### src/rtl/irqc_pkg.sv
package irqc_pkg;

    localparam int NUM_SRC   = 64;
    localparam int SLOT_SRC  = 32;
    localparam int GRP_SIZE  = 4;
    localparam int SLOT_REGS = SLOT_SRC / GRP_SIZE;
    localparam int OB_REGS   = NUM_SRC - SLOT_SRC;
    localparam int IDX_W     = $clog2(NUM_SRC);
    localparam int OB_W      = $clog2(OB_REGS);
    localparam int GRP_W     = $clog2(SLOT_REGS);
    localparam int ADDR_W    = 16;
    localparam int DATA_W    = 32;

    typedef enum logic [2:0] {
        OP_NONE,
        OP_MAP_SLOT,
        OP_MAP_OB,
        OP_CLR_SLOT,
        OP_CLR_OB
    } bus_op_e;

    typedef struct packed {
        bus_op_e         op;
        logic [OB_W-1:0] idx;
    } bus_evt_t;

    function automatic bus_evt_t decode_addr(input logic [ADDR_W-1:0] a);
        bus_evt_t e;
        e.op  = OP_NONE;
        e.idx = '0;
        if (a[2]) begin
            if (a[15:6] == 10'h030) begin
                e.op  = OP_MAP_SLOT;
                e.idx = OB_W'(a[5:3]);
            end else if (a[15:8] == 8'h10) begin
                e.op  = OP_MAP_OB;
                e.idx = a[7:3];
            end else if (a[15:8] == 8'h14) begin
                e.op  = OP_CLR_SLOT;
                e.idx = OB_W'(a[7:5]);
            end else if (a[15:8] == 8'h18) begin
                e.op  = OP_CLR_OB;
                e.idx = a[7:3];
            end
        end
        return e;
    endfunction

    function automatic logic [30:0] slot_fixed(input logic [GRP_W-1:0] g);
        return 31'(12'h7C0 | {7'd0, g, 2'b00});
    endfunction

    function automatic logic [30:0] ob_fixed(input logic [OB_W-1:0] k);
        return 31'(12'h7E0 + {7'd0, k});
    endfunction

endpackage

### src/rtl/irqc_decode.sv
module irqc_decode
    import irqc_pkg::*;
(
    input  logic [ADDR_W-1:0] addr,
    output bus_evt_t          evt
);
    always_comb evt = decode_addr(addr);
endmodule

### src/rtl/irqc_first.sv
module irqc_first #(
    parameter int W   = 32,
    localparam int IW = $clog2(W)
) (
    input  logic [W-1:0]  vec,
    output logic          any,
    output logic [IW-1:0] idx
);
    always_comb begin
        any = 1'b0;
        idx = '0;
        for (int i = W - 1; i >= 0; i--) begin
            if (vec[i]) begin
                any = 1'b1;
                idx = IW'(i);
            end
        end
    end
endmodule

### src/rtl/irqc_mapregs.sv
module irqc_mapregs
    import irqc_pkg::*;
(
    input  logic               clk,
    input  logic               rst,
    input  logic               wr,
    input  logic               wbit,
    input  bus_evt_t           evt,
    output logic [DATA_W-1:0]  rdata,
    output logic [NUM_SRC-1:0] en_q,
    output logic [NUM_SRC-1:0] en_nx
);
    logic [SLOT_REGS-1:0] slot_v, slot_nx;
    logic [OB_REGS-1:0]   ob_v, ob_nx;

    always_comb begin
        slot_nx = slot_v;
        ob_nx   = ob_v;
        if (wr && evt.op == OP_MAP_SLOT) slot_nx[evt.idx[GRP_W-1:0]] = wbit;
        if (wr && evt.op == OP_MAP_OB)   ob_nx[evt.idx] = wbit;
    end

    always_ff @(posedge clk) begin
        if (rst) begin
            slot_v <= '0;
            ob_v   <= '0;
        end else begin
            slot_v <= slot_nx;
            ob_v   <= ob_nx;
        end
    end

    for (genvar i = 0; i < NUM_SRC; i++) begin : g_en
        if (i < SLOT_SRC) begin : g_slot
            assign en_nx[i] = slot_nx[i / GRP_SIZE];
            assign en_q[i]  = slot_v[i / GRP_SIZE];
        end else begin : g_ob
            assign en_nx[i] = ob_nx[i - SLOT_SRC];
            assign en_q[i]  = ob_v[i - SLOT_SRC];
        end
    end

    always_comb begin
        unique case (evt.op)
            OP_MAP_SLOT: rdata = {slot_v[evt.idx[GRP_W-1:0]], slot_fixed(evt.idx[GRP_W-1:0])};
            OP_MAP_OB:   rdata = {ob_v[evt.idx], ob_fixed(evt.idx)};
            default:     rdata = '0;
        endcase
    end
endmodule

### src/rtl/irq_concentrator.sv
module irq_concentrator
    import irqc_pkg::*;
(
    input  logic               clk,
    input  logic               rst,
    input  logic               bus_wr,
    input  logic [ADDR_W-1:0]  bus_addr,
    input  logic [DATA_W-1:0]  bus_wdata,
    output logic [DATA_W-1:0]  bus_rdata,
    input  logic [NUM_SRC-1:0] irq_lvl,
    output logic [NUM_SRC-1:0] req_o
);
    bus_evt_t           evt;
    logic [NUM_SRC-1:0] en_q, en_nx, lvl_q, req_q;
    logic               pend_v, pend_v_n;
    logic [IDX_W-1:0]   pend_i, pend_i_n;

    logic               scan_any, rs_any, ro_any;
    logic [IDX_W-1:0]   scan_idx;
    logic [OB_W-1:0]    rs_idx, ro_idx;
    logic [NUM_SRC-1:0] rise;

    irqc_decode u_dec (.addr(bus_addr), .evt(evt));

    irqc_mapregs u_map (
        .clk(clk), .rst(rst), .wr(bus_wr), .wbit(bus_wdata[DATA_W-1]),
        .evt(evt), .rdata(bus_rdata), .en_q(en_q), .en_nx(en_nx)
    );

    assign rise = irq_lvl & ~lvl_q & en_nx;

    irqc_first #(.W(NUM_SRC)) u_scan (
        .vec(irq_lvl & en_nx), .any(scan_any), .idx(scan_idx));
    irqc_first #(.W(SLOT_SRC)) u_rslot (
        .vec(rise[SLOT_SRC-1:0]), .any(rs_any), .idx(rs_idx));
    irqc_first #(.W(OB_REGS)) u_rob (
        .vec(rise[NUM_SRC-1:SLOT_SRC]), .any(ro_any), .idx(ro_idx));

    always_comb begin
        logic drop, rescan;
        drop   = 1'b0;
        rescan = 1'b0;
        if (bus_wr) begin
            case (evt.op)
                OP_MAP_SLOT: begin
                    rescan = 1'b1;
                    drop   = !bus_wdata[DATA_W-1] && pend_v &&
                             pend_i[IDX_W-1:2] == {1'b0, evt.idx[GRP_W-1:0]};
                end
                OP_MAP_OB: begin
                    rescan = 1'b1;
                    drop   = !bus_wdata[DATA_W-1] && pend_v && pend_i == {1'b1, evt.idx};
                end
                OP_CLR_SLOT: begin
                    drop   = pend_v && pend_i[IDX_W-1:2] == {1'b0, evt.idx[GRP_W-1:0]};
                    rescan = drop;
                end
                OP_CLR_OB: begin
                    drop   = pend_v && pend_i == {1'b1, evt.idx};
                    rescan = drop;
                end
                default: ;
            endcase
        end
        pend_v_n = pend_v & ~drop;
        pend_i_n = pend_i;
        if (rescan && !pend_v_n) begin
            pend_v_n = scan_any;
            pend_i_n = scan_idx;
        end
        if (rs_any) begin
            pend_v_n = 1'b1;
            pend_i_n = {1'b0, rs_idx};
        end else if (!pend_v_n && ro_any) begin
            pend_v_n = 1'b1;
            pend_i_n = {1'b1, ro_idx};
        end
    end

    always_ff @(posedge clk) begin
        if (rst) begin
            pend_v <= 1'b0;
            pend_i <= '0;
            lvl_q  <= '0;
            req_q  <= '0;
        end else begin
            pend_v <= pend_v_n;
            pend_i <= pend_i_n;
            lvl_q  <= irq_lvl;
            req_q  <= pend_v_n ? (NUM_SRC'(1) << pend_i_n) : '0;
        end
    end

    assign req_o = req_q;


    rst_clear_chk: assert property (@(posedge clk) rst |=> req_q == '0);

    one_req_chk: assert property (@(posedge clk) disable iff (rst) $onehot0(req_q));

    enabled_only_chk: assert property (@(posedge clk) disable iff (rst)
        (req_q & ~en_q) == '0);

    hold_chk: assert property (@(posedge clk) disable iff (rst)
        (req_q != '0 && !bus_wr) |=> req_q != '0);

    ob_no_preempt_chk: assert property (@(posedge clk) disable iff (rst)
        (req_q != '0 && !bus_wr) |=>
        (req_q == $past(req_q) || req_q[NUM_SRC-1:SLOT_SRC] == '0));
endmodule

### config.mk
export PLATFORM = sky130hd
export DESIGN_NAME = irq_concentrator
export DESIGN_NICKNAME = d
export VERILOG_FILES = /design/src/rtl/irqc_pkg.sv /design/src/rtl/irqc_decode.sv /design/src/rtl/irqc_first.sv /design/src/rtl/irqc_mapregs.sv /design/src/rtl/irq_concentrator.sv
export SDC_FILE = /design/constraint.sdc
export NUM_CORES = 1
export LEC_CHECK = 0
export CAP_MARGIN = 20
export CORE_MARGIN = 4
export CORE_UTILIZATION = 29
export DETAILED_ROUTE_END_ITERATION = 12
export DONT_BUFFER_PORTS = 1
export MAX_ROUTING_LAYER = met4
export PLACE_DENSITY = 0.41
export SYNTH_ARGS = -nofsm -noshare
export SYNTH_HDL_FRONTEND = slang
export SYNTH_SLANG_ARGS = --single-unit
### constraint.sdc
create_clock -name clk -period 10.2 [get_ports clk]
set_input_delay 2.04 -clock clk [delete_from_list [all_inputs] [get_ports clk]]
set_output_delay 2.04 -clock clk [all_outputs]
set_load 0.01 [all_outputs]
Word-level counts from Yosys, hierarchy flattened
Cells that the tools add are included.

Input port bits: 115. Flip-flop bits (word level): 175. Logic and storage cells: 329. Output and inout bits: 96.

Eq/ne operators: 10. Order comparisons: 4. Multiplexer cells: 284. Bitwise gates (word level): 7. Add/subtract/negate cells: 1. Reductions and logical operators: 16. Shift-type cells: 1.

Operators by type and width (count): $mux 6 (67); $mux 5 (64); $and 64x64->64 (3); $mux 1 (137); $not 64->64 (1); $pmux 32 s2 (1); $shl 1x6->64 const A (1); $mux 8 (6); $bwmux 32 (1); $mux 32 (1); $eq 8x5->1 const B (3); $add 11x5->12 const A (1); $logic_and 1x1->1 (11); $eq 10x6->1 const B (1); $bwmux 8 (1); $eq 3x2->1 const B (2); $eq 6x6->1 (1); $lt 5x6->1 const B (1); $bmux 1 s5 (1); $demux 1 s5 (1); $ge 5x1->1 const B (1); $eq 4x3->1 (1); $lt 3x4->1 const B (1); $pmux 1 s4 (1); other kinds (10) (14).

Longest topological paths before layout
Depth after elaboration: 84. Gate-level depth with buffers: 18. Mapped depth without buffers: 13.

By module
A second synthesis with hierarchy kept.

Cell total of the unflattened synthesis: 1156. Area total of the unflattened synthesis: 9933.3 µm².

By module, submodules not included: irq_concentrator (instances 1, sequential area each 2702.6 µm², cells each 548, area each 5227.5 µm²); irqc_mapregs (instances 1, sequential area each 800.8 µm², cells each 310, area each 3010.4 µm²); irqc_first at u_scan (instances 1, sequential area each 0.0 µm², cells each 140, area each 763.2 µm²); irqc_first at u_rob ... (instances 2, sequential area each 0.0 µm², cells each 65, area each 370.4 µm²); irqc_decode (instances 1, sequential area each 0.0 µm², cells each 28, area each 191.4 µm²).

Worst setup path after synthesis
OpenSTA, ideal clock, no wires.

Kind: in2out. From: in bus_addr[12]. To: out bus_rdata[31]. Stages: 12. Path slack: 3.786 ns. Arrival: 4.374 ns. Data required time: 8.160 ns. Buffers on the path: 2. Cells stage by stage: clkbuf_1 > nor4b_1 > nand3_1 > a21oi_1 > clkbuf_1 > nand2_1 > o22ai_1 > a31oi_1 > a211oi_1 > a31oi_1 > o211ai_1 > o21ai_0.

Longest elaborated chain between the ends: 9. Elaborated cells between the ends (all ways): 16. Classes of those cells: eq/ne (6); mux (10).

RTL lines: start: declaration (RTL line irq_concentrator.sv:7) `input logic [ADDR_W-1:0] bus_addr,`; $eq 8x5->1 (RTL line irqc_pkg.sv:41) `end else if (a[15:8] == 8'h18) begin`; $mux 8 (RTL line irqc_pkg.sv:41); $mux 8 (RTL line irqc_pkg.sv:38) `end else if (a[15:8] == 8'h14) begin`; $mux 8 (RTL line irqc_pkg.sv:35) `end else if (a[15:8] == 8'h10) begin`; $mux 8 * (RTL line irqc_pkg.sv:32) `if (a[15:6] == 10'h030) begin`; $mux 8 * (RTL line irqc_pkg.sv:31) `if (a[2]) begin`; $bmux 1 s5 / $bmux 1 s3 (equally long branches) (RTL line irqc_mapregs.sv:46, irqc_mapregs.sv:45); $mux 1, on equally long branches (RTL line irqc_mapregs.sv:46, irqc_mapregs.sv:45); $pmux 32 s2 * (RTL line irqc_mapregs.sv:44) `unique case (evt.op)`; end: declaration (RTL line irq_concentrator.sv:9) `output logic [DATA_W-1:0] bus_rdata,`.

Every way passes the cells marked *; elsewhere a longest branch is shown, timed or not. The select of a mux whose other input is x is not followed.

Worst setup path after layout
Same ends and word-level chain as after synthesis.

==> flow_metrics.env <==
export IMPL_ys_seq_area_share_pct=33.7
export IMPL_cap_violations=0
export IMPL_avgViaCountPerCell=5.45
export IMPL_power_leakage_nw=4.04
export IMPL_antennaDiodeCount=0
export IMPL_cts_hold_buffers=0
export IMPL_fmax_mhz=128
export IMPL_fin_crit_sh_pct=76.9
export IMPL_dr_pass1_iters=5
export IMPL_synth_edff_count=0
export IMPL_finClkSkew_ns=0.0153
export IMPL_drt_iter0_markers=845
export IMPL_post_cts_resize_count=0
export IMPL_r2r_cells=12
export IMPL_core_area_um2=35500
export IMPL_nets=1418
export IMPL_grt_usage_pct=20.3
export IMPL_worstSetupStartpointType="input pin"
export IMPL_required_ns=8.16
export IMPL_worst_pin_slew_ns=1.11
export IMPL_die_area_um2=39000
export IMPL_routed_via_count=9683
export IMPL_post_cts_buffers=0
export IMPL_final_hold_violation_count=0
export IMPL_dp_hpwl_mm=29.2
export IMPL_r2r_slack_ns=5.83
export IMPL_layout_drive_gt1_share_pct=9.05
export IMPL_power_density_nw_per_um2=128
export IMPL_layout_min_cycle_time_ns=7.84
export IMPL_timing_rr_start="lvl_q[19]"
export IMPL_grt_max_degree=112
export IMPL_ys_warnings_count=0
export IMPL_layout_cells_non_filler=1776
export IMPL_critPathKind="input pin to primary output"
export IMPL_syn_inst=1332
export IMPL_antenna_found_initial=0
export IMPL_start_util_pct=29.3
export IMPL_drtAntennaViolNets=0
export IMPL_synth_main_ff_cell="dfxtp_1"
export IMPL_crit_arrival_ns=5.80
export IMPL_whs_path_depth=2
export IMPL_end_kind="primary output"
export IMPL_min_delay_start="u_map.ob_v[8]"
export IMPL_cts_root_buf="clkbuf_16"
export IMPL_ys_async_sr_fraction_pct=0
export IMPL_relSlewSlack_pct=25.7
export IMPL_grt_pass1_wl_mm=59.1
export IMPL_placementRows=69
export IMPL_syn_area_um2=10400
export IMPL_setup_viol=0
export IMPL_io_buffers=0
export IMPL_clock_path_buffers=2
export IMPL_clock_latency_ns=0.46
export IMPL_path_max_fanout=16
export IMPL_ios=211
export IMPL_fillers=3821
export IMPL_worstReg2RegEnd="req_o[31]"
export IMPL_cts_made_buffers=17
export IMPL_ys_ff_latch=175
export IMPL_tns_ns=0
export IMPL_fp_dieH_um=197
export IMPL_cts_clk_slew_worst_paths_ns=0.08
export IMPL_vdd_ir_drop_max_mv=0.0987
export IMPL_hold_class="register to register"
export IMPL_wl_per_cell_um=22.1
export IMPL_slew_violations=0
export IMPL_holdPathEnd="u_map.ob_v[8]"
export IMPL_grt_setup_unrepaired="false"
export IMPL_htree_levels=4
export IMPL_avgSynthCellArea_um2=7.81
export IMPL_grt_overflow_total=0
export IMPL_wirelength_mm=39.2
export IMPL_synth_cell_type_count=105
export IMPL_cts_sinks=175
export IMPL_die_x_um=197
export IMPL_place_gp_congestion=0.942
export IMPL_drc=0
export IMPL_area_delta_synth_final_pct=9.18
export IMPL_dp_cells=1744
export IMPL_outcome="finished, final reports clean"
export IMPL_grt_pass1_vias=9407
export IMPL_cts_tree="built"
state kept, by name (all words and copies together) (netlist names):
register and flops:
u_map.ob_v 32, req_o 64, pend_i 6, u_map.slot_v 8
pend_v 1, lvl_q 64
final cells by class:
cell class	count	area (um^2)	area share, %
Clock buffer	17	425	3.74
Multi-Input combinational cell	1047	6370	56.1
Timing Repair Buffer	17	148	1.30
Sequential cell	175	3500	30.8
Inverter	45	169	1.49
Clock inverter	14	169	1.49
Tap cell	461	577	5.08
worst max-delay path, cell delays in order:
cell and delay (ns):
nor4b_1 0.33, nand3_1 0.38, a21oi_2 0.82, nand2_1 0.76, o22ai_1 0.40, a31oi_1 0.17, a211oi_1 0.33, a31oi_1 0.07
o211ai_1 0.23, o21ai_0 0.27
layer usage:
layer | vias up | share of wire, % | track usage, %
li1 | 4704 | - | -
met1 | 4608 | 47 | 28.4
met2 | 326 | 43 | 28.8
met3 | 45 | 7.7 | 4.88
met4 | 0 | 2.5 | 6.65
met5 | - | 0 | -
power by group:
group          internal (W)  switching, W  total [W]  leakage (nW)
registers          0.000696    0.00000556   0.000702          1.43
clock network      0.000350      0.000330   0.000680         0.286
logic             0.0000278     0.0000500  0.0000777          2.33
kinds of logic (layout without fill, tap and decap cells):
kind of cell | Yosys count | count (layout) | share of synthesized area [%]
compound gates | 305 | 305 | 20.9
xor+xnor | 4 | 4 | 0.337
buf+inv | 129 | 93 | 5.99
flops | 175 | 175 | 33.7
mux | 55 | 55 | 5.53
other cells | 1 | 20 | 0.0360
simple gates | 663 | 663 | 33.6
how the worst max path moves through the flow:
stage,from,end,cells past startpoint
2_1_floorplan,bus_addr[12],bus_rdata[31],12
3_3_place_gp,bus_addr[13],req_o[34],15
3_5_place_dp,bus_addr[13],req_o[34],15
4_1_cts,bus_addr[12],bus_rdata[31],10
5_1_grt,bus_addr[12],bus_rdata[31],10
6_report,bus_addr[12],bus_rdata[31],10
Yosys cell counts (7+ instances only):
library cell,count,share of area (%)
nor3_1,31,1.5
nor2_1,210,7.6
nand2_1,141,5.1
and2_1,16,0.96
o31ai_1,9,0.65
inv_1,45,1.6
buf_2,15,0.72
nor4_1,20,1.2
nor2b_1,76,4.6
o211ai_1,11,0.79
o22ai_1,29,1.7
o21ai_0,45,2.2
a31oi_1,21,1.3
o21a_1,7,0.50
clkbuf_1,36,1.3
or3_1,9,0.54
o22a_1,8,0.67
mux2i_1,38,3.7
nand3_1,35,1.7
nand4_1,22,1.3
a21oi_1,66,3.2
buf_4,26,1.9
dfxtp_1,175,34
o32a_1,7,0.67
nand2b_1,24,1.4
mux2_2,16,1.7
a211oi_1,13,0.94
metrics by stage:
| stage | area [um^2] | total power (W) | utilization, % | worst slack (ns) | hold WS [ns] |
|---|---|---|---|---|---|
| after floorplan | 10500 | 0.000791 | - | 3.79 | 0.450 |
| after global placement | 10700 | 0.000794 | 30.3 | 2.20 | 0.465 |
| after detailed placement | 10700 | 0.000794 | 30.3 | 2.22 | 0.468 |
| after CTS | 11300 | 0.00148 | 32.0 | 2.46 | 0.480 |
| after global routing | 11400 | 0.00152 | 32.0 | 2.13 | 0.528 |
| final | 11400 | 0.00146 | 32.0 | 2.36 | 0.483 |
layout by cell type, fill, tap and decap left out, types with 6 or more instances in the layout:
| cell | n |
|---|---|
| nor3b_1 | 6 |
| o21a_1 | 7 |
| dfxtp_1 | 175 |
| a31oi_1 | 21 |
| o32a_1 | 7 |
| nor4_1 | 20 |
| a21oi_1 | 65 |
| o22a_1 | 8 |
| o211ai_1 | 11 |
| nand2b_1 | 24 |
| o22ai_1 | 29 |
| or3_1 | 9 |
| inv_1 | 45 |
| a211oi_1 | 13 |
| nor2b_1 | 76 |
| o221ai_1 | 6 |
| nor3_1 | 29 |
| o21ai_0 | 45 |
| and2_1 | 16 |
| mux2i_1 | 38 |
| o32ai_1 | 6 |
| nand4_1 | 22 |
| o31ai_1 | 9 |
| nand2_1 | 141 |
| buf_4 | 16 |
| nand3_1 | 35 |
| nor2_1 | 209 |
| conb_1 | 20 |
| mux2_2 | 16 |
| clkbuf_16 | 17 |
| nor3_2 | 8 |
Note: power is estimated with default switching activity, not from simulation.
